File: src/rtl/prb_pkg.sv
package prb_pkg;

    localparam int CFG_W    = 8;
    localparam int MODE_LSB = 3;

    typedef enum logic [1:0] {
        MATCH_OFF   = 2'd0,
        MATCH_TOR   = 2'd1,
        MATCH_NA4   = 2'd2,
        MATCH_NAPOT = 2'd3
    } match_mode_e;

    function automatic match_mode_e mode_of(input logic [CFG_W-1:0] cfg);
        return match_mode_e'(cfg[MODE_LSB +: 2]);
    endfunction

endpackage

File: src/rtl/prb_tor_range.sv
module prb_tor_range #(
    parameter int XLEN = 32,
    localparam int BW  = XLEN + 2
) (
    input  logic [XLEN-1:0] prev_addr_i,
    input  logic [XLEN-1:0] own_addr_i,
    output logic [BW-1:0]   lo_o,
    output logic [BW-1:0]   hi_o
);

    typedef struct packed {
        logic [BW-1:0] lo;
        logic [BW-1:0] hi;
    } span_t;

    span_t span_d;

    always_comb begin
        span_d.lo = {prev_addr_i, 2'b00};
        span_d.hi = {own_addr_i, 2'b00} - BW'(1);
        if (span_d.lo > span_d.hi) begin
            span_d.lo = '0;
            span_d.hi = '0;
        end
    end

    assign lo_o = span_d.lo;
    assign hi_o = span_d.hi;

endmodule

File: src/rtl/prb_napot_range.sv
module prb_napot_range #(
    parameter int XLEN = 32,
    localparam int BW  = XLEN + 2
) (
    input  logic [XLEN-1:0] addr_i,
    output logic [BW-1:0]   lo_o,
    output logic [BW-1:0]   hi_o
);

    typedef struct packed {
        logic [BW-1:0] ones;
        logic [BW-1:0] inc;
        logic [BW-1:0] lo;
        logic [BW-1:0] hi;
    } napot_t;

    napot_t nap_d;

    always_comb begin
        nap_d.ones = {addr_i, 2'b11};
        nap_d.inc  = nap_d.ones + BW'(1);
        nap_d.lo   = nap_d.ones & nap_d.inc;
        nap_d.hi   = nap_d.ones | nap_d.inc;
    end

    assign lo_o = nap_d.lo;
    assign hi_o = nap_d.hi;

endmodule

File: src/rtl/prb_entry_decode.sv
module prb_entry_decode
    import prb_pkg::*;
#(
    parameter int XLEN = 32,
    localparam int BW  = XLEN + 2
) (
    input  logic [CFG_W-1:0] cfg_i,
    input  logic [XLEN-1:0]  prev_addr_i,
    input  logic [XLEN-1:0]  addr_i,
    output logic [BW-1:0]    lo_o,
    output logic [BW-1:0]    hi_o,
    output logic             active_o
);

    typedef struct packed {
        logic [BW-1:0] lo;
        logic [BW-1:0] hi;
        logic          active;
    } bounds_t;

    logic [BW-1:0] tor_lo, tor_hi, nap_lo, nap_hi;
    match_mode_e   mode;
    bounds_t       bounds_d;
    logic          unused_cfg_bits;

    assign mode            = mode_of(cfg_i);
    assign unused_cfg_bits = ^{cfg_i[CFG_W-1:MODE_LSB+2], cfg_i[MODE_LSB-1:0]};

    prb_tor_range #(.XLEN(XLEN)) u_tor (
        .prev_addr_i (prev_addr_i),
        .own_addr_i  (addr_i),
        .lo_o        (tor_lo),
        .hi_o        (tor_hi)
    );

    prb_napot_range #(.XLEN(XLEN)) u_napot (
        .addr_i (addr_i),
        .lo_o   (nap_lo),
        .hi_o   (nap_hi)
    );

    always_comb begin
        bounds_d.active = (mode != MATCH_OFF);
        unique case (mode)
            MATCH_TOR: begin
                bounds_d.lo = tor_lo;
                bounds_d.hi = tor_hi;
            end
            MATCH_NA4: begin
                bounds_d.lo = {addr_i, 2'b00};
                bounds_d.hi = {addr_i, 2'b11};
            end
            MATCH_NAPOT: begin
                bounds_d.lo = nap_lo;
                bounds_d.hi = nap_hi;
            end
            default: begin
                bounds_d.lo = '0;
                bounds_d.hi = '1;
            end
        endcase
    end

    assign lo_o     = bounds_d.lo;
    assign hi_o     = bounds_d.hi;
    assign active_o = bounds_d.active;

endmodule

File: src/rtl/prb_active_count.sv
module prb_active_count #(
    parameter int N_ENTRIES = 8,
    localparam int CNT_W    = $clog2(N_ENTRIES + 1)
) (
    input  logic [N_ENTRIES-1:0] active_i,
    output logic [CNT_W-1:0]     count_o
);

    logic [CNT_W-1:0] count_d;

    always_comb begin
        count_d = '0;
        for (int i = 0; i < N_ENTRIES; i++) begin
            count_d = count_d + CNT_W'(active_i[i]);
        end
    end

    assign count_o = count_d;

endmodule

File: src/rtl/prb_bounds_decoder.sv
module prb_bounds_decoder
    import prb_pkg::*;
#(
    parameter int N_ENTRIES = 8,
    parameter int XLEN      = 32,
    localparam int BW       = XLEN + 2,
    localparam int CNT_W    = $clog2(N_ENTRIES + 1)
) (
    input  logic [N_ENTRIES*CFG_W-1:0] cfg_i,
    input  logic [N_ENTRIES*XLEN-1:0]  addr_i,
    output logic [N_ENTRIES*BW-1:0]    lo_o,
    output logic [N_ENTRIES*BW-1:0]    hi_o,
    output logic [CNT_W-1:0]           active_cnt_o
);

    logic [N_ENTRIES-1:0] active_q;

    for (genvar g = 0; g < N_ENTRIES; g++) begin : g_entry
        logic [XLEN-1:0] prev_addr;
        if (g == 0) begin : g_first
            assign prev_addr = '0;
        end else begin : g_rest
            assign prev_addr = addr_i[(g-1)*XLEN +: XLEN];
        end

        prb_entry_decode #(.XLEN(XLEN)) u_dec (
            .cfg_i       (cfg_i[g*CFG_W +: CFG_W]),
            .prev_addr_i (prev_addr),
            .addr_i      (addr_i[g*XLEN +: XLEN]),
            .lo_o        (lo_o[g*BW +: BW]),
            .hi_o        (hi_o[g*BW +: BW]),
            .active_o    (active_q[g])
        );
    end

    prb_active_count #(.N_ENTRIES(N_ENTRIES)) u_cnt (
        .active_i (active_q),
        .count_o  (active_cnt_o)
    );

endmodule

File: config.mk
export PLATFORM = sky130hd
export DESIGN_NAME = prb_bounds_decoder
export DESIGN_NICKNAME = d
export VERILOG_FILES = /design/src/rtl/prb_pkg.sv /design/src/rtl/prb_tor_range.sv /design/src/rtl/prb_napot_range.sv /design/src/rtl/prb_entry_decode.sv /design/src/rtl/prb_active_count.sv /design/src/rtl/prb_bounds_decoder.sv
export SDC_FILE = /design/constraint.sdc
export NUM_CORES = 1
export LEC_CHECK = 0
export ABC_AREA = 1
export BUFFER_PORTS_ARGS = -buffer_cell sky130_fd_sc_hd__buf_4
export CAP_MARGIN = 20
export CELL_PAD_IN_SITES_DETAIL_PLACEMENT = 1
export CELL_PAD_IN_SITES_GLOBAL_PLACEMENT = 1
export CORE_AREA = 2 2 339 341
export DETAILED_ROUTE_END_ITERATION = 12
export DIE_AREA = 0 0 341 343
export PLACE_DENSITY_LB_ADDON = 0.1
export SLEW_MARGIN = 20
export SYNTH_ARGS = -nofsm -noshare
export SYNTH_HDL_FRONTEND = slang
export SYNTH_HIERARCHICAL = 1
export SYNTH_SLANG_ARGS = --single-unit
File: constraint.sdc
create_clock -name vclk -period 18.4
set_input_delay 5.52 -clock vclk [all_inputs]
set_output_delay 5.52 -clock vclk [all_outputs]
set_load 0.03 [all_outputs]
Word-level counts from Yosys, hierarchy flattened:

Cells that the tools add are included.

* register bits after elaboration: 0
* input port bits: 320
* output and inout bits: 548
* word-level logic and storage cells: 95

* add/subtract/negate cells: 23
* order comparisons: 8
* equality and inequality tests: 24
* multiplexer cells: 16
* bitwise logic cells: 16
* reduce and logical (&&, ||, !) cells: 8

Operator list (count)
* 68-bit case mux with 3 select lines: 8
* 68-bit 2-to-1 mux: 7
* 34-bit by 1-bit adder with 34-bit output, second input constant: 8
* 34-bit AND: 8
* 34-bit bitwise OR: 8
* 34-bit by 1-bit subtractor with 34-bit output, second input constant: 8
* 34-bit > comparator: 7
* 1-bit by 34-bit > comparator with 1-bit output, first input constant: 1
* 34-bit 2-to-1 mux: 1
* 2-bit equality test, second input constant: 16
* 4-bit by 1-bit adder with 4-bit output: 6
* 2-bit by 1-bit equality test with 1-bit output, second input constant: 8
* 2-bit nonzero test: 8
* 1-bit by 1-bit adder with 2-bit output: 1

Depth between registers and ports, before layout:

Gate-level depths: netlist of run 1.

* depth in word-level cells: 8
* depth in mapped cells: 24
* depth with buffers taken out: 21

Cells and area by module:

Netlist of run 1, hierarchy kept.

By module, submodules not included
* prb_entry_decode: instances 8, cells each 286, area an instance 1496.4 um^2, seq. area each 0.0 um^2
* prb_tor_range (g_entry[0].u_dec.u_tor ...): instances 5, cells each 359, area an instance 1933.1 um^2, seq. area each 0.0 um^2
* prb_napot_range: instances 8, cells each 220, area an instance 982.2 um^2, seq. area each 0.0 um^2
* prb_tor_range (g_entry[6].u_dec.u_tor ...): instances 2, cells each 357, area an instance 1956.9 um^2, seq. area each 0.0 um^2
* prb_tor_range (g_entry[5].u_dec.u_tor): instances 1, cells each 357, area an instance 1928.1 um^2, seq. area each 0.0 um^2
* prb_active_count: instances 1, cells each 28, area an instance 197.7 um^2, seq. area each 0.0 um^2
* prb_bounds_decoder: instances 1, cells each 1, area an instance 3.8 um^2, seq. area each 0.0 um^2

Least setup slack after synthesis of run 1:

No wires, ideal clock.

* path type: input port to output port
* from: input port cfg_i[19]
* to: output port active_cnt_o[2]
* data arrival time: 8027 ps
* required time: 12880 ps
* slack: 4853 ps
* cell stages on the path: 12
* buffers on the path: 2
* path through: buf_4 > inv_4 > buf_2 > nand2_1 > inv_1 > fa_1 > fa_1 > fa_1 > fa_1 > inv_1 > nand2_1 > nand2_1

* cells in the longest elaborated chain, start to end: 7

Ends and longest elaborated chain
* from (decl): line prb_bounds_decoder.sv:9 `input logic [N_ENTRIES*CFG_W-1:0] cfg_i,`
* 2-bit nonzero test: line prb_entry_decode.sv:43 `bounds_d.active = (mode != MATCH_OFF);`
* named net active_q[2]: line prb_bounds_decoder.sv:16 `logic [N_ENTRIES-1:0] active_q;`
* 4-bit by 1-bit adder with 4-bit output (6 in a row): line prb_active_count.sv:14 `count_d = count_d + CNT_W'(active_i[i]);`
* to (decl): line prb_bounds_decoder.sv:13 `output logic [CNT_W-1:0] active_cnt_o`

The timed path passes the listed nets, and every way through them passes these cells.

Final worst setup path of run 1:

* from: input port addr_i[32]
* to: output port hi_o[54]

* cells in the longest elaborated chain, start to end: 4
* elaborated cells between the ends (all ways): 6
* classes of those cells: add/sub (2); order compare (1); mux (2); bitwise (1)

Ends and longest elaborated chain
* from (decl): line prb_bounds_decoder.sv:10 `input logic [N_ENTRIES*XLEN-1:0] addr_i,`
* 34-bit by 1-bit subtractor with 34-bit output (*): line prb_tor_range.sv:20 `span_d.hi = {own_addr_i, 2'b00} - BW'(1);`
* 34-bit > comparator: line prb_tor_range.sv:21 `if (span_d.lo > span_d.hi) begin`
* 68-bit 2-to-1 mux (*): line prb_tor_range.sv:21
* named net g_entry[1].u_dec.tor_hi[20]: line prb_entry_decode.sv:21 `logic [BW-1:0] tor_lo, tor_hi, nap_lo, nap_hi;`
* 68-bit case mux with 3 select lines (*): line prb_entry_decode.sv:44 `unique case (mode)`
* to (decl): line prb_bounds_decoder.sv:12 `output logic [N_ENTRIES*BW-1:0] hi_o,`

The timed path passes the listed nets; every way through them passes the cells marked *.

==> results of run 1 <==
kinds of logic (layout without fill, tap and decap cells):
family | after synthesis | after routing
other cells | 25 | 128
xor+xnor | 224 | 224
compound gates | 664 | 664
simple gates | 4495 | 4495
fa+ha+maj | 263 | 263
buf+inv | 1272 | 1704
final timing paths:
path        start  cells after the start         to
min   addr_i[255]                      4  lo_o[271]
max    addr_i[32]                     20   hi_o[54]
metal layers:
| metal | share of wire (%) | GRT usage (%) |
|---|---|---|
| met1 | 41 | 39.2 |
| met5 | 0.043 | 0 |
| met2 | 49 | 57.8 |
| met3 | 5.9 | 4.16 |
| met4 | 3.7 | 10.6 |
power by group:
part / internal [uW] / total [uW] / switching (uW)
combinational: 409 / 1370 / 960
clock: 0 / 0 / 0
sequential: 0 / 0 / 0
stage by stage:
step / power [uW] / hold WS (ns)
6_report: 1370 / 11.48
5_1_grt: 1470 / 11.50
4_1_cts: 1360 / 11.49
3_5_place_dp: 1350 / 11.48
3_3_place_gp: 1340 / 11.47
2_1_floorplan: 848 / 11.33
synth_stat cells:
library cell     n  area, um^2
nand3_2          8        80.1
o21ai_1         20         100
xor2_1         152        1330
nor4_1          10        62.6
fa_1             4        80.1
or2_1           16         100
buf_8            4        60.1
xnor2_1         70         613
o21a_1          16         120
buf_6           70         788
nand3b_1         8        60.1
o21bai_1       261        1960
nand3_1       1424        7130
nor2_2          68         425
inv_4            8        50.1
nor3_1          21         105
a21oi_1        264        1320
o21ai_0        102         510
o21ai_2          1        8.76
nor3_2           7        70.1
xor2_2           2        32.5
nor2_8           8         160
inv_2           23        86.3
inv_1          849        3190
nor3_4           6        97.6
buf_4          150        1130
nand2_2         33         206
nand2_4         24         270
nand2_1       1478        5550
nor2_1        1264        4740
or2_2           32         200
nor2_4          36         405
buf_2          168         841
nand4_1         52         325
conb_1          25        93.8
ha_1           259        3240
area by class of cell:
| cell class | instances | share of cell area, % |
|---|---|---|
| Timing Repair Buffer | 824 | 15.0 |
| Tap cell | 1512 | 4.59 |
| Multi-Input combinational cell | 5774 | 72.3 |
| Inverter | 880 | 8.07 |
==> impl_metrics.json, run 1 <==
{
  "cp.arrival_ns": 9.52,
  "gr-usage-all-layers_pct": 32.1,
  "syn_area_mm2": 0.0355,
  "final_area_mm2": 0.0412,
  "place_ws_ns": 3.44,
  "fin_tns_setup_ns": 0,
  "critical_path.top_delay_family": "simple AND/OR/NAND/NOR gates",
  "yosysWarnings": 6,
  "hpwl_um": 158000,
  "worstPathCellList": "buf_4 > inv_1 > ha_1 > nand2_1 > nor2_2 > nand3_1 > xnor2_1 > inv_1 > ha_1 > nand2_1 > nor2_1 > nand2_1 > nor3_1 > nand2_1 > nand2_2 > buf_4 > nor2_1 > o21bai_1 > nand3_1 > buf_4",
  "die_w_um": 341,
  "layout.cells.non_filler": 8990,
  "fin_util_pct": 36.3,
  "critPathKind": "input port to output pin",
  "antenna_found_initial": 9,
  "vias_per_cell": 5.35,
  "seq_area_um2": 0,
  "multi_input_area_mm2": 0.0298,
  "gr-total-overflow": 0,
  "crit_buf_inv": 5,
  "setup.worst_path.end_class": "output pin",
  "grt_first_pass_wirelength_um": 292000,
  "status": "complete, no violations",
  "rsz0062_at_grt": "no",
  "post-route-period-util_pct": 81.7,
  "synthSimpleGateAreaFrac_pct": 56.2,
  "fin_ws_ns": 3.36,
  "path_max_fanout": 36,
  "cts_hold_buf": 0,
  "antenna_cells": 0,
  "ys_seq_area_share_pct": 0,
  "worst_setup_path_start_kind": "input port",
  "fmax_ghz": 0.0665,
  "synth_compound_area_share_pct": 11.3,
  "post-route-min-period_ns": 15.04,
  "finalHoldViolations": 0,
  "critPathSlowestCell": "buf_4",
  "layout_common_cells": "1471 x nand2_1, 1424 x nand3_1, 1264 x nor2_1",
  "worst_pin_slew_ns": 0.997,
  "leakagePower_uw": 0.0219,
  "dr.first_iter.drc_count": 3154,
  "flops_and_latches": 0,
  "die_area_mm2": 0.117,
  "die_h_um": 343,
  "portBuffers": 802,
  "hp-class": "input port to output pin",
  "cap_violations": 0,
  "avgRoutedWirePerCell_um": 22.1,
  "antenna_left": 0,
  "routed_wl_um": 199000,
  "drive_gt1_share_pct": 14.5,
  "cpPeakStageDelay_ns": 0.51,
  "num_vias": 48100,
  "power.density_mw_per_mm2": 33.2,
  "grt_max_degree": 101,
  "n_fill_cell": 16300,
  "grt_pass1_vias": 46800,
  "mostFrequentLayoutCell": "nand2_1",
  "synth_fa_ha_area_share_pct": 9.34,
  "drt_first_pass_iters": 7,
  "relSlewSlack_pct": 33.5,
  "cts_repair_resize_count": 0,
  "synthToLayoutAreaGrowth_pct": 15.9,
  "yosys.cell_types.count": 36,
  "required_ns": 12.88,
  "final_nets": 8063,
  "syn_avg_cell_area_um2": 5.12,
  "synth_xor_area_share_pct": 5.56,
  "drc": 0,
  "core-area_mm2": 0.113,
  "fp-row-count": 124,
  "cp_common_cell": "nand2_1",
  "placed_area_mm2": 0.0412,
  "place_congestion": 0.944,
  "start_util_pct": 31.3,
  "dp.cells": 8990,
  "slew_violations": 0,
  "finalSetupViolCount": 0,
  "synth_top_family_by_area": "simple AND/OR/NAND/NOR gates",
  "post_cts_buffers": 0,
  "ir_drop_v": 0.0000213,
  "ioPinCount": 868,
  "nClkBuffers": 0,
  "synthCells": 6943,
  "synth_mux_area_share_pct": 0
}
No activity file was read; power rests on OpenSTA's default activity.
==> inputs of run 2 (changes only) <==
--- a/config.mk
+++ b/config.mk
@@ -10,9 +10,9 @@
 export CAP_MARGIN = 20
 export CELL_PAD_IN_SITES_DETAIL_PLACEMENT = 1
 export CELL_PAD_IN_SITES_GLOBAL_PLACEMENT = 1
-export CORE_AREA = 2 2 339 341
+export CORE_AREA = 2 2 342 344
 export DETAILED_ROUTE_END_ITERATION = 12
-export DIE_AREA = 0 0 341 343
+export DIE_AREA = 0 0 344 346
 export PLACE_DENSITY_LB_ADDON = 0.1
 export SLEW_MARGIN = 20
 export SYNTH_ARGS = -nofsm -noshare
==> constraint.sdc (replaced) <==
create_clock -name vclk -period 13.3
set_input_delay 3.99 -clock vclk [all_inputs]
set_output_delay 3.99 -clock vclk [all_outputs]
set_load 0.03 [all_outputs]
==> run 2 against run 1 <==
Power up 38%. Critical path depth unchanged. Non-clock buffer count up 12. Final area up 0.26%. Global-route usage down 0.35 points. Sequential share of layout area unchanged. Count of clock-buffer cells in the layout unchanged. First-iteration DRC count down 2.9%. Flip-flop and latch count unchanged.
==> impl_metrics.json, run 2 (synthesis results as in run 1) <==
{
  "fmax_ghz": 0.0829,
  "fp-row-count": 125,
  "placed_area_mm2": 0.0413,
  "internal_power_uw": 569,
  "seq_area_um2": 0,
  "post-route-period-util_pct": 90.7,
  "fin_tns_setup_ns": 0,
  "final_area_mm2": 0.0413,
  "antenna_found_initial": 6,
  "dr.first_iter.drc_count": 3061,
  "seq_power_share_pct": 0,
  "power.density_mw_per_mm2": 45.9,
  "path_max_fanout": 46,
  "finalSetupViolCount": 0,
  "fin_util_pct": 35.8,
  "portBuffers": 802,
  "slew_violations": 0,
  "leakagePower_uw": 0.0219,
  "hp-class": "input port to output pin",
  "endpoint": "lo_o[117]",
  "start_util_pct": 30.8,
  "status": "complete, no violations",
  "synthToLayoutAreaGrowth_pct": 16.2,
  "grt_first_pass_wirelength_um": 293000,
  "drive_gt1_share_pct": 14.7,
  "critPathKind": "input port to output pin",
  "routed_wl_um": 200000,
  "worstPathCellList": "buf_4 > inv_1 > ha_1 > nand2_1 > nor2_2 > nand3_1 > xnor2_1 > inv_1 > ha_1 > nand2_1 > nor2_1 > nand2_1 > nor3_1 > nand2_1 > nand2_2 > buf_4 > nor2_1 > nand3_1 > nand3_1 > buf_4",
  "clkPwrFrac_pct": 0,
  "place_congestion": 0.953,
  "power_switching_uw": 1330,
  "ioPinCount": 868,
  "die_h_um": 346,
  "cap_violations": 0,
  "drt_first_pass_iters": 5,
  "cpPeakStageDelay_ns": 0.75,
  "post-route-min-period_ns": 12.07,
  "worst_pin_slew_ns": 1.03,
  "setup.worst_path.end_class": "output pin",
  "ir_drop_v": 0.0000284,
  "fin_ws_ns": 1.23,
  "multi_input_area_mm2": 0.0298,
  "drc": 0,
  "finalHoldViolations": 0,
  "cts_repair_resize_count": 0,
  "comb_power_share_pct": 100.0,
  "grt_pass1_vias": 46900,
  "critPathSlowestCell": "nand2_2",
  "p_sw_share_pct": 70.0,
  "die_area_mm2": 0.119,
  "n_fill_cell": 16700,
  "holdPathStages": 4,
  "layout_common_cells": "1471 x nand2_1, 1424 x nand3_1, 1264 x nor2_1",
  "cp_common_cell": "nand2_1",
  "grt_max_degree": 100,
  "post_cts_buffers": 0,
  "critical_path.top_delay_family": "simple AND/OR/NAND/NOR gates",
  "core-area_mm2": 0.115,
  "relSlewSlack_pct": 30.8,
  "num_vias": 48100,
  "dp.cells": 9014,
  "nClkBuffers": 0,
  "antenna_left": 0,
  "place_ws_ns": 1.30,
  "mostFrequentLayoutCell": "nand2_1",
  "vias_per_cell": 5.33,
  "worstSetupPathDepth": 20,
  "cp.arrival_ns": 8.08,
  "startpoint": "addr_i[96]",
  "rsz0062_at_grt": "no",
  "flops_and_latches": 0,
  "avgRoutedWirePerCell_um": 22.1,
  "crit_buf_inv": 5,
  "worst_setup_path_start_kind": "input port",
  "cts_hold_buf": 0,
  "gr-total-overflow": 0,
  "required_ns": 9.31,
  "hpwl_um": 159000,
  "layout.cells.non_filler": 9015,
  "final_nets": 8075,
  "die_w_um": 344,
  "gr-usage-all-layers_pct": 31.8
}
## run 2: cell types whose count changed in the layout (fill, tap and decap cells not counted)
cell / previous run / this run
buf_4: 824 / 836
diode_2: 0 / 1
## run 2: tightest hold or removal path, cell delays in order
cell and delay, ns:
buf_4 0.10, nand3_1 0.09, nand3_1 0.09, buf_4 0.16
## run 2: power by group through the flow
| stage | clock network, uW | registers, uW | logic [uW] |
|---|---|---|---|
| CTS | 0 | 0 | 1880 |
| floorplan | 0 | 0 | 1170 |
| finish | 0.0000101 | 0 | 1900 |
| global route | 0 | 0 | 2040 |
| global placement | 0 | 0 | 1860 |
| detailed placement | 0 | 0 | 1880 |
## run 2: layout make-up
cell class,count,share of cell area (%)
well taps,1524,4.62
repair buffers,836,15.2
inverters,880,8.04
diodes,1,0.00606
multi-input cells,5774,72.1
## run 2: worst min path at each step
stage | from | endpoint | slack, ns
floorplan | addr_i[120] | hi_o[128] | 8.27
global placement | addr_i[255] | lo_o[271] | 8.40
detailed placement | addr_i[255] | hi_o[271] | 8.43
CTS | addr_i[255] | lo_o[271] | 8.43
global route | addr_i[251] | hi_o[267] | 8.45
finish | addr_i[255] | lo_o[271] | 8.42
## run 2: layer usage
metal	global-route usage [%]	vias up	part of all wire, %
met5	0	-	0.035
met4	11.9	10	4.3
met3	3.89	387	5.6
met2	56.4	1438	49
met1	38.6	23000	41
li1	-	23200	-
## run 2: metrics by stage
| stage | power [uW] | hold slack, ns |
|---|---|---|
| after global placement | 1860 | 8.40 |
| final | 1900 | 8.42 |
| after floorplan | 1170 | 8.27 |
| after global routing | 2040 | 8.45 |
| after CTS | 1880 | 8.43 |
| after detailed placement | 1880 | 8.43 |
